### src/rtl/irq_pkg.sv
package irq_pkg;
  typedef enum logic [1:0] {
    ACC_NONE = 2'd0,
    ACC_MASK = 2'd1,
    ACC_NMI  = 2'd2
  } acc_kind_e;

  typedef struct packed {
    logic set_en;
    logic clr_en;
    logic restore;
  } flag_cmd_t;
endpackage

### src/rtl/irq_nmi_edge.sv
module irq_nmi_edge #(
  parameter int SYNC_STAGES = 2
) (
  input  logic clk,
  input  logic rst_n,
  input  logic nmi_n,
  input  logic take,
  output logic pending
);
  localparam int LAST = SYNC_STAGES - 1;

  logic [SYNC_STAGES-1:0] sync_q, sync_d;
  logic prev_q, prev_d;
  logic pend_q, pend_d;
  logic level, fall;

  generate
    if (SYNC_STAGES == 1) begin : g_one
      assign sync_d = nmi_n;
    end else begin : g_chain
      assign sync_d = {sync_q[SYNC_STAGES-2:0], nmi_n};
    end
  endgenerate

  assign level = sync_q[LAST];

  always_comb begin
    fall   = prev_q & ~level;
    prev_d = level;
    pend_d = fall | (pend_q & ~take);
  end

  always_ff @(posedge clk or negedge rst_n) begin
    if (!rst_n) begin
      sync_q <= '1;
      prev_q <= 1'b1;
      pend_q <= 1'b0;
    end else begin
      sync_q <= sync_d;
      prev_q <= prev_d;
      pend_q <= pend_d;
    end
  end

  assign pending = pend_q;
endmodule

### src/rtl/irq_flag_regs.sv
module irq_flag_regs
  import irq_pkg::*;
(
  input  logic      clk,
  input  logic      rst_n,
  input  flag_cmd_t cmd,
  input  logic      boundary,
  input  acc_kind_e kind,
  output logic      live,
  output logic      shadow,
  output logic      inhibit
);
  logic live_q, live_d;
  logic shadow_q, shadow_d;
  logic inh_q, inh_d;
  logic en;

  always_comb begin
    live_d   = live_q;
    shadow_d = shadow_q;
    unique case (kind)
      ACC_NMI: live_d = 1'b0;
      ACC_MASK: begin
        live_d   = 1'b0;
        shadow_d = 1'b0;
      end
      default: begin
        if (cmd.clr_en) begin
          live_d   = 1'b0;
          shadow_d = 1'b0;
        end else if (cmd.set_en) begin
          live_d   = 1'b1;
          shadow_d = 1'b1;
        end else if (cmd.restore) begin
          live_d = shadow_q;
        end
      end
    endcase
    if (cmd.set_en)    inh_d = 1'b1;
    else if (boundary) inh_d = 1'b0;
    else               inh_d = inh_q;
    en = boundary | cmd.set_en | cmd.clr_en | cmd.restore;
  end

  always_ff @(posedge clk or negedge rst_n) begin
    if (!rst_n) begin
      live_q   <= 1'b0;
      shadow_q <= 1'b0;
      inh_q    <= 1'b0;
    end else if (en) begin
      live_q   <= live_d;
      shadow_q <= shadow_d;
      inh_q    <= inh_d;
    end
  end

  assign live    = live_q;
  assign shadow  = shadow_q;
  assign inhibit = inh_q;
endmodule

### src/rtl/irq_accept_arb.sv
module irq_accept_arb
  import irq_pkg::*;
(
  input  logic      clk,
  input  logic      rst_n,
  input  logic      boundary,
  input  logic      nmi_pend,
  input  logic      mreq,
  input  logic      live,
  input  logic      inhibit,
  output acc_kind_e kind,
  output logic      mi_ack,
  output logic      nmi_ack
);
  logic mi_q, mi_d, nmi_q, nmi_d;

  always_comb begin
    kind = ACC_NONE;
    if (boundary) begin
      if (nmi_pend)                      kind = ACC_NMI;
      else if (mreq && live && !inhibit) kind = ACC_MASK;
    end
    mi_d  = (kind == ACC_MASK);
    nmi_d = (kind == ACC_NMI);
  end

  always_ff @(posedge clk or negedge rst_n) begin
    if (!rst_n) begin
      mi_q  <= 1'b0;
      nmi_q <= 1'b0;
    end else begin
      mi_q  <= mi_d;
      nmi_q <= nmi_d;
    end
  end

  assign mi_ack  = mi_q;
  assign nmi_ack = nmi_q;
endmodule

### src/rtl/irq_enable_ctrl.sv
module irq_enable_ctrl
  import irq_pkg::*;
#(
  parameter int SYNC_STAGES = 2
) (
  input  logic clk,
  input  logic rst_n,
  input  logic ei_stb,
  input  logic di_stb,
  input  logic retn_stb,
  input  logic ld_spr_stb,
  input  logic boundary,
  input  logic mreq,
  input  logic nmi_n,
  output logic mi_ack,
  output logic nmi_ack,
  output logic pflag_we,
  output logic pflag_bit
);
  flag_cmd_t cmd;
  acc_kind_e kind;
  logic nmi_pend, live_q, shadow_q, inhibit_q, nmi_take;

  assign cmd.set_en  = ei_stb;
  assign cmd.clr_en  = di_stb;
  assign cmd.restore = retn_stb;
  assign nmi_take    = (kind == ACC_NMI);

  irq_nmi_edge #(.SYNC_STAGES(SYNC_STAGES)) u_edge (
    .clk(clk), .rst_n(rst_n), .nmi_n(nmi_n), .take(nmi_take), .pending(nmi_pend)
  );

  irq_flag_regs u_flags (
    .clk(clk), .rst_n(rst_n), .cmd(cmd), .boundary(boundary), .kind(kind),
    .live(live_q), .shadow(shadow_q), .inhibit(inhibit_q)
  );

  irq_accept_arb u_arb (
    .clk(clk), .rst_n(rst_n), .boundary(boundary), .nmi_pend(nmi_pend),
    .mreq(mreq), .live(live_q), .inhibit(inhibit_q), .kind(kind),
    .mi_ack(mi_ack), .nmi_ack(nmi_ack)
  );

  assign pflag_we  = ld_spr_stb;
  assign pflag_bit = shadow_q;
endmodule

### config.mk
export PLATFORM = sky130hd
export DESIGN_NAME = irq_enable_ctrl
export DESIGN_NICKNAME = d
export VERILOG_FILES = /design/src/rtl/irq_pkg.sv /design/src/rtl/irq_nmi_edge.sv /design/src/rtl/irq_flag_regs.sv /design/src/rtl/irq_accept_arb.sv /design/src/rtl/irq_enable_ctrl.sv
export SDC_FILE = /design/constraint.sdc
export NUM_CORES = 1
export LEC_CHECK = 0
export BUFFER_PORTS_ARGS = -buffer_cell sky130_fd_sc_hd__buf_2
export CAP_MARGIN = 15
export CELL_PAD_IN_SITES_DETAIL_PLACEMENT = 0
export CELL_PAD_IN_SITES_GLOBAL_PLACEMENT = 1
export CORE_AREA = 2 2 39 41
export CTS_CLUSTER_DIAMETER = 60
export CTS_CLUSTER_SIZE = 14
export DETAILED_ROUTE_END_ITERATION = 6
export DIE_AREA = 0 0 41 43
export PLACE_DENSITY = 0.68
export SYNTH_ARGS = -nofsm -noshare
export SYNTH_HDL_FRONTEND = slang
export SYNTH_SLANG_ARGS = --single-unit
### constraint.sdc
create_clock -name clk -period 4.1 [get_ports clk]
set_clock_uncertainty 0.15 [all_clocks]
set_input_delay 1.23 -clock clk [delete_from_list [all_inputs] [get_ports clk]]
set_output_delay 1.23 -clock clk [all_outputs]
set_load 0.05 [all_outputs]
# == Word-level counts from Yosys, hierarchy flattened ==
# Cells that the tools add are included.
# word_totals
reg_bits,9
out_inout_bits,4
# op_classes
n_eq_ne,2
n_mux,12
bitwise,8
n_reduce_logical,10
# ops
operator,n
$mux 1,9
$mux 2,2
$or 1x1->1,4
$reduce_and 2->1,2
$reduce_bool 4->1,1
$reduce_and 3->1,1
$reduce_bool 3->1,1
$and 1x1->1,2
$eq 2x1->1 const B,1
$eq 2x2->1 const B,1
$logic_and 1x1->1,2
$not 1->1,2
$pmux 1 s2,1
$reduce_bool 2->1,1
$reduce_or 2->1,1
$logic_not 1->1,1

# == Longest topological paths before layout ==
# Gate-level depths: netlist of the first run.
# logic_depth
word_depth,9
mapped_depth,5

# == Cells and area by module ==
# From an unflattened synthesis of the first run, not the netlist that was laid out.
# unflattened
hier_cells,35
hier_area_um2,415.4
# modules_own_cells
mod,n_inst,cells_each,area_per_inst_um2,seq_area_each_um2
irq_flag_regs,1,19,191.4,75.1
irq_nmi_edge,1,7,123.9,103.8
irq_accept_arb,1,7,78.8,50.0
irq_enable_ctrl,1,2,21.3,0.0

# == Worst setup path before layout of the first run ==
# Ideal clock, no wire load.
# synth_path
kind,input-to-output
startpoint,in ld_spr_stb
endpoint,out pflag_we
t_arrival_ns,1.400
required_ns,2.720
setup_slack_ns,1.320
stages,1
cell_sequence,buf_4
# synth_rtl
element,line,source
start: declaration,irq_enable_ctrl.sv:11,"input logic ld_spr_stb,"
end: declaration,irq_enable_ctrl.sv:17,"output logic pflag_we,"
# No word-level cell between the ends.

# == Worst setup path after layout of the first run ==
# layout_path
startpoint,in ld_spr_stb
endpoint,out pflag_we
# No word-level cell between the ends.

==> flow_summary_export.csv, run 1 <==
group,metric,value,unit
run_status,status,"finished, final reports clean",
timing,finalCritPeriodShare,0.637,
grt,grt_start_max_net_pins,10,
critical_path,r2r_cells,4,
power_and_ir_drop,clock_power_share,0.348,
grt,overflow,0,
grt,grt_pass1_wl,1070,um
clock_tree,cts_sinks,9,
logic_synthesis,synth-async-reset-ratio,1.00,
power_and_ir_drop,p_comb_frac,0.132,
routing,num_vias,259,
logic_synthesis,ys_types,16,
hold_path,worstHoldEndpoint,"u_edge.sync_q[1]",
clock_tree,htreeDepth,1,
logic_synthesis,syn_nets,38,
power_and_ir_drop,p_per_area,424,mW/mm2
finish,layout-drive-gt1-share,0.439,
routing,postRouteAntennaNets,0,
clock_tree,cts_tree,"done",
timing,layout_setup_ws,1.49,ns
finish,nFillCells,143,
clock_tree,worstSkewPairLatency,0.26,ns
clock_tree,cts_hold_buf,0,
critical_path,cp_max_fo,1,
placed_design,post-place-ws,1.49,ns
floorplanning,die_height,43,um
logic_synthesis,yosys_warnings,0,
logic_synthesis,syn_inst,28,
logic_synthesis,synth_enable_flop_cells,0,
power_and_ir_drop,p_int,0.000143,W
placed_design,place_hpwl,482,um
timing,hold_viol_final,0,
clock_tree,numCtsBuffers,3,
timing,fin_setup_tns,0,ns
routing,wl,609,um
floorplanning,rows,14,
timing,slew_violations,0,
routing,drt_pre_antenna_iters,1,
logic_synthesis,avgSynthCellArea,12.9,um2
floorplanning,core,0.00138,mm2
critical_path,reg2reg_setup_slack,2.57,ns
timing,setup_violations,0,
critical_path,r2r-start,"u_edge.pending",
routing,drc_errors,0,
grt,gr-usage-met1,0.113,
clock_tree,cts_root_buf,"clkbuf_4",
critical_path,critical_path_class,"in -> out",
routing,post_drt_wl_per_cell,10.7,um
routing,drt_iter0_drc,0,
grt,antenna_found_initial,0,
grt,grt.busiest_layer,"met2",
logic_synthesis,synthesis.area,360,um2
grt,grt_pass1_vias,247,
clock_tree,path_clk_slew,0.06,ns
grt,grt_usage,0.100,
hold_path,hold_start,"u_edge.sync_q[0]",
grt,use_met2,0.119,
timing,rsz0062_at_grt,"no",
finish,diodes,0,
floorplanning,die_area,0.00176,mm2
power_and_ir_drop,seqPwrFrac,0.521,
logic_synthesis,ys_seq_area_frac,0.635,
finish,syn2layout_area_growth,24.7,%
power_and_ir_drop,ir_worst_vdd,0.157,mV
logic_synthesis,synth-main-ff-cell,"dfrtp_1",
critical_path,critPathLaunchType,"input port",
floorplanning,start_util,0.260,
placed_design,port_buffers,10,
logic_synthesis,synth-seq-cells,9,
critical_path,worstPathRequired,2.72,ns
floorplanning,die_w,41,um
routing,avgViaCountPerCell,4.54,
placed_design,place_congestion,0.638,
finish,final_common_cell,"buf_2",
hold_path,hold_class,"reg -> reg",
hold_path,hold_depth,0,
critical_path,crit_arrival,1.23,ns
timing,fin_crit,2.61,ns
critical_path,reg2reg_to,"u_flags.shadow",
clock_tree,clock_path_buffers,2,
timing,max_clock_freq,383,MHz
grt,met3_usage,0.0785,
clock_tree,post_cts_resized,0,
critical_path,endpoint_kind,"output port",
floorplanning,ioPinCount,13,
timing,relSlewSlack,0.830,
power_and_ir_drop,p_leak,0.228,nW
power_and_ir_drop,switching_power,0.0000480,W
power_and_ir_drop,swShare,0.252,
finish,final_nets,52,
finish,final_cell_mix,"buf_2, dfrtp_1, inv_1, clkbuf_4, dfstp_2",
timing,worst_pin_slew,0.253,ns
clock_tree,postCtsSetupRepairBufs,0,
flow_run,maxCapViolations,0,
==> metal layers <==
metal	up-vias	part of all wire
met4	0	0.034
met1	123	0.40
met2	10	0.48
met3	4	0.089
met5	-	0
li1	122	-
==> registers in the layout (all words and copies together) (netlist names) <==
signal           flops
u_arb.mi_ack         1
u_arb.nmi_ack        1
u_edge.pending       1
u_edge.prev_q        1
u_edge.sync_q        2
u_flags.inhibit      1
u_flags.live         1
u_flags.shadow       1
==> final cells by class <==
class,instances,area (um2),share of cell area
Sequential cell,9,229,0.510
Multi-Input combinational cell,14,109,0.242
Timing Repair Buffer,10,50.0,0.111
Clock buffer,4,26.3,0.0585
Tap cell,16,20.0,0.0446
Inverter,4,15.0,0.0334
==> logic make-up (layout without fill, tap and decap cells) <==
group	Yosys count	after routing	synth area share
flip-flops	9	9	0.635
buffers and inverters	5	18	0.0625
adder cells (fa/ha/maj)	1	1	0.0347
AND/OR/NAND/NOR	7	7	0.111
AO/OA/AOI/OAI	6	6	0.156
==> power by group through the flow <==
stage / Combinational (W) / Sequential (W) / Clock (W)
after floorplan: 0.0000111 / 0.000107 / 0
after global placement: 0.0000253 / 0.000101 / 0
after detailed placement: 0.0000255 / 0.000101 / 0
after CTS: 0.0000256 / 0.0000994 / 0.0000704
after global routing: 0.0000281 / 0.000100 / 0.0000757
final: 0.0000251 / 0.0000992 / 0.0000662
==> worst max-delay path by stage <==
| stage | from | end | cells after the start |
|---|---|---|---|
| 2_1_floorplan | ld_spr_stb | pflag_we | 1 |
| 3_3_place_gp | ld_spr_stb | pflag_we | 0 |
| 3_5_place_dp | ld_spr_stb | pflag_we | 0 |
| 4_1_cts | ld_spr_stb | pflag_we | 0 |
| 5_1_grt | ld_spr_stb | pflag_we | 0 |
| 6_report | ld_spr_stb | pflag_we | 0 |
==> cells in the mapped netlist, types with 2 or more instances <==
cell | count | area share
dfstp_2 | 3 | 0.22
nor4_1 | 2 | 0.035
nand2_1 | 2 | 0.021
inv_1 | 4 | 0.042
dfrtp_1 | 6 | 0.42
==> through the flow <==
stage | hold WS, ns | power (W) | instance area [um2] | instances | util
final | 0.205 | 0.000191 | 449 | 57 | 0.325
after global routing | 0.209 | 0.000204 | 449 | 57 | 0.325
after CTS | 0.208 | 0.000195 | 449 | 57 | 0.325
after detailed placement | 0.199 | 0.000127 | 423 | 53 | 0.306
after global placement | 0.197 | 0.000126 | 423 | 53 | 0.306
after floorplan | 0.195 | 0.000118 | 360 | 28 | -
Power figures use the tool's default switching activity.
==> run 2: changes to the inputs <==
Clock period 4.1 ns to 2.7 ns, I/O delays scaled along.
==> run 2 against run 1 <==
Effect of this change: non-clock buffer count did not move; via count fell by 5.8%; register-to-register slack got worse by 1.4 ns; clock-buffer cell count did not move; combinational power rose by 53%; clock power rose by 56%; power rose by 53%.
==> flow_summary_export.csv, run 2 (synthesis results as in run 1) <==
group,metric,value,unit
run_status,status,"finished, final reports clean",
placed_design,place_hpwl,502,um
clock_tree,cts_sinks,9,
grt,antenna_found_initial,0,
timing,finalCritPeriodShare,0.692,
timing,rsz0062_at_grt,"no",
timing,max_clock_freq,535,MHz
floorplanning,ioPinCount,13,
timing,hold_viol_final,0,
critical_path,crit_arrival,0.91,ns
timing,relSlewSlack,0.795,
grt,grt_pass1_vias,254,
flow_run,maxCapViolations,0,
routing,drc_errors,0,
grt,grt_start_max_net_pins,10,
critical_path,cp_num_cells,1,
clock_tree,numCtsBuffers,3,
timing,fin_hold_ws,0.210,ns
critical_path,crit_path_max_incr_delay,0.37,ns
finish,final_cell_mix,"buf_2, dfrtp_1, inv_1, clkbuf_4, dfstp_2",
finish,top_register,"u_edge.sync_q",
placed_design,place_congestion,0.643,
routing,drt_iter0_drc,1,
floorplanning,rows,14,
clock_tree,path_clk_slew,0.06,ns
timing,fin_setup_tns,0,ns
grt,grt_pass1_wl,1040,um
critical_path,cp_top_family,"flip-flops",
clock_tree,htreeDepth,1,
power_and_ir_drop,power.total,0.000292,W
critical_path,critPathLaunchType,"flip-flop",
timing,slew_violations,0,
timing,layout_setup_ws,0.831,ns
floorplanning,start_util,0.260,
floorplanning,die_w,41,um
timing,worst_pin_slew,0.305,ns
clock_tree,post_cts_resized,0,
finish,largest_register_ffs,2,
clock_tree,cts_root_buf,"clkbuf_4",
placed_design,post-place-ws,0.602,ns
routing,post_drt_wl_per_cell,11.6,um
clock_tree,clock_path_buffers,2,
critical_path,worstPathRequired,1.74,ns
clock_tree,cts_hold_buf,0,
placed_design,dpl_cell_area,423,um2
clock_tree,worstSkewPairLatency,0.26,ns
routing,num_vias,244,
finish,final_area,449,um2
clock_tree,cts_tree,"done",
critical_path,endpoint_kind,"output port",
hold_path,hold_class,"reg -> reg",
grt,grt_usage,0.0952,
power_and_ir_drop,ir_worst_vdd,0.277,mV
critical_path,crit_slowest_cell,"dfrtp_1",
finish,syn2layout_area_growth,24.7,%
finish,diodes,0,
hold_path,hold_depth,0,
finish,final_common_cell,"buf_2",
floorplanning,die_height,43,um
clock_tree,postCtsSetupRepairBufs,0,
critical_path,critPathBufInv,1,
finish,layout-drive-gt1-share,0.439,
routing,postRouteAntennaNets,0,
critical_path,crit_chain,"buf_2",
routing,avgViaCountPerCell,4.28,
finish,final_nets,52,
routing,wl,663,um
critical_path,cp_max_fo,3,
floorplanning,core,0.00138,mm2
critical_path,r2r_cells,4,
timing,setup_violations,0,
placed_design,port_buffers,10,
power_and_ir_drop,p_leak,0.228,nW
grt,overflow,0,
timing,fin_crit,1.87,ns
critical_path,critical_path_class,"reg -> out",
power_and_ir_drop,p_per_area,650,mW/mm2
floorplanning,die_area,0.00176,mm2
routing,drt_pre_antenna_iters,2,
run 2: cell counts in the layout (fill, tap and decap cells not counted):
No cell type changed its count.
run 2: through the flow:
step	utilization	cells
floorplan	-	28
global placement	0.306	53
detailed placement	0.306	53
CTS	0.325	57
global route	0.325	57
finish	0.325	57
run 2: worst paths after layout:
| check | start | to | slack [ns] |
|---|---|---|---|
| max in group asynchronous | rst_n | u_edge.sync_q[1] | 1.90 |
| min in group asynchronous | rst_n | u_arb.nmi_ack | 0.24 |
| max | u_flags.shadow | pflag_bit | 0.83 |
| min reg2reg | u_edge.sync_q[0] | u_edge.sync_q[1] | 0.21 |
| min | u_edge.sync_q[0] | u_edge.sync_q[1] | 0.21 |
| max reg2reg | u_edge.pending | u_flags.shadow | 1.16 |
run 2: cell type report:
cell class                      instances  area [um2]
Fill cell                             149         935
Timing Repair Buffer                   10        50.0
Sequential cell                         9         229
Tap cell                               16        20.0
Inverter                                4        15.0
Multi-Input combinational cell         14         109
Clock buffer                            4        26.3
run 2: per-layer routing:
| layer | up-vias | GRT usage | wire length, um |
|---|---|---|---|
| met3 | 0 | 0.0942 | 55 |
| li1 | 122 | - | - |
| met2 | 9 | 0.119 | 299 |
| met5 | - | 0 | 0 |
| met1 | 113 | 0.116 | 308 |
| met4 | 0 | 0.0200 | 0 |
run 2: report_power, final:
group / leakage, nW / switching (W) / total, W / internal [W]
clock: 0.0150 / 0.0000459 / 0.000103 / 0.0000568
sequential: 0.107 / 0.00000518 / 0.000151 / 0.000146
combinational: 0.106 / 0.0000245 / 0.0000384 / 0.0000139
total: 0.228 / 0.0000755 / 0.000292 / 0.000216
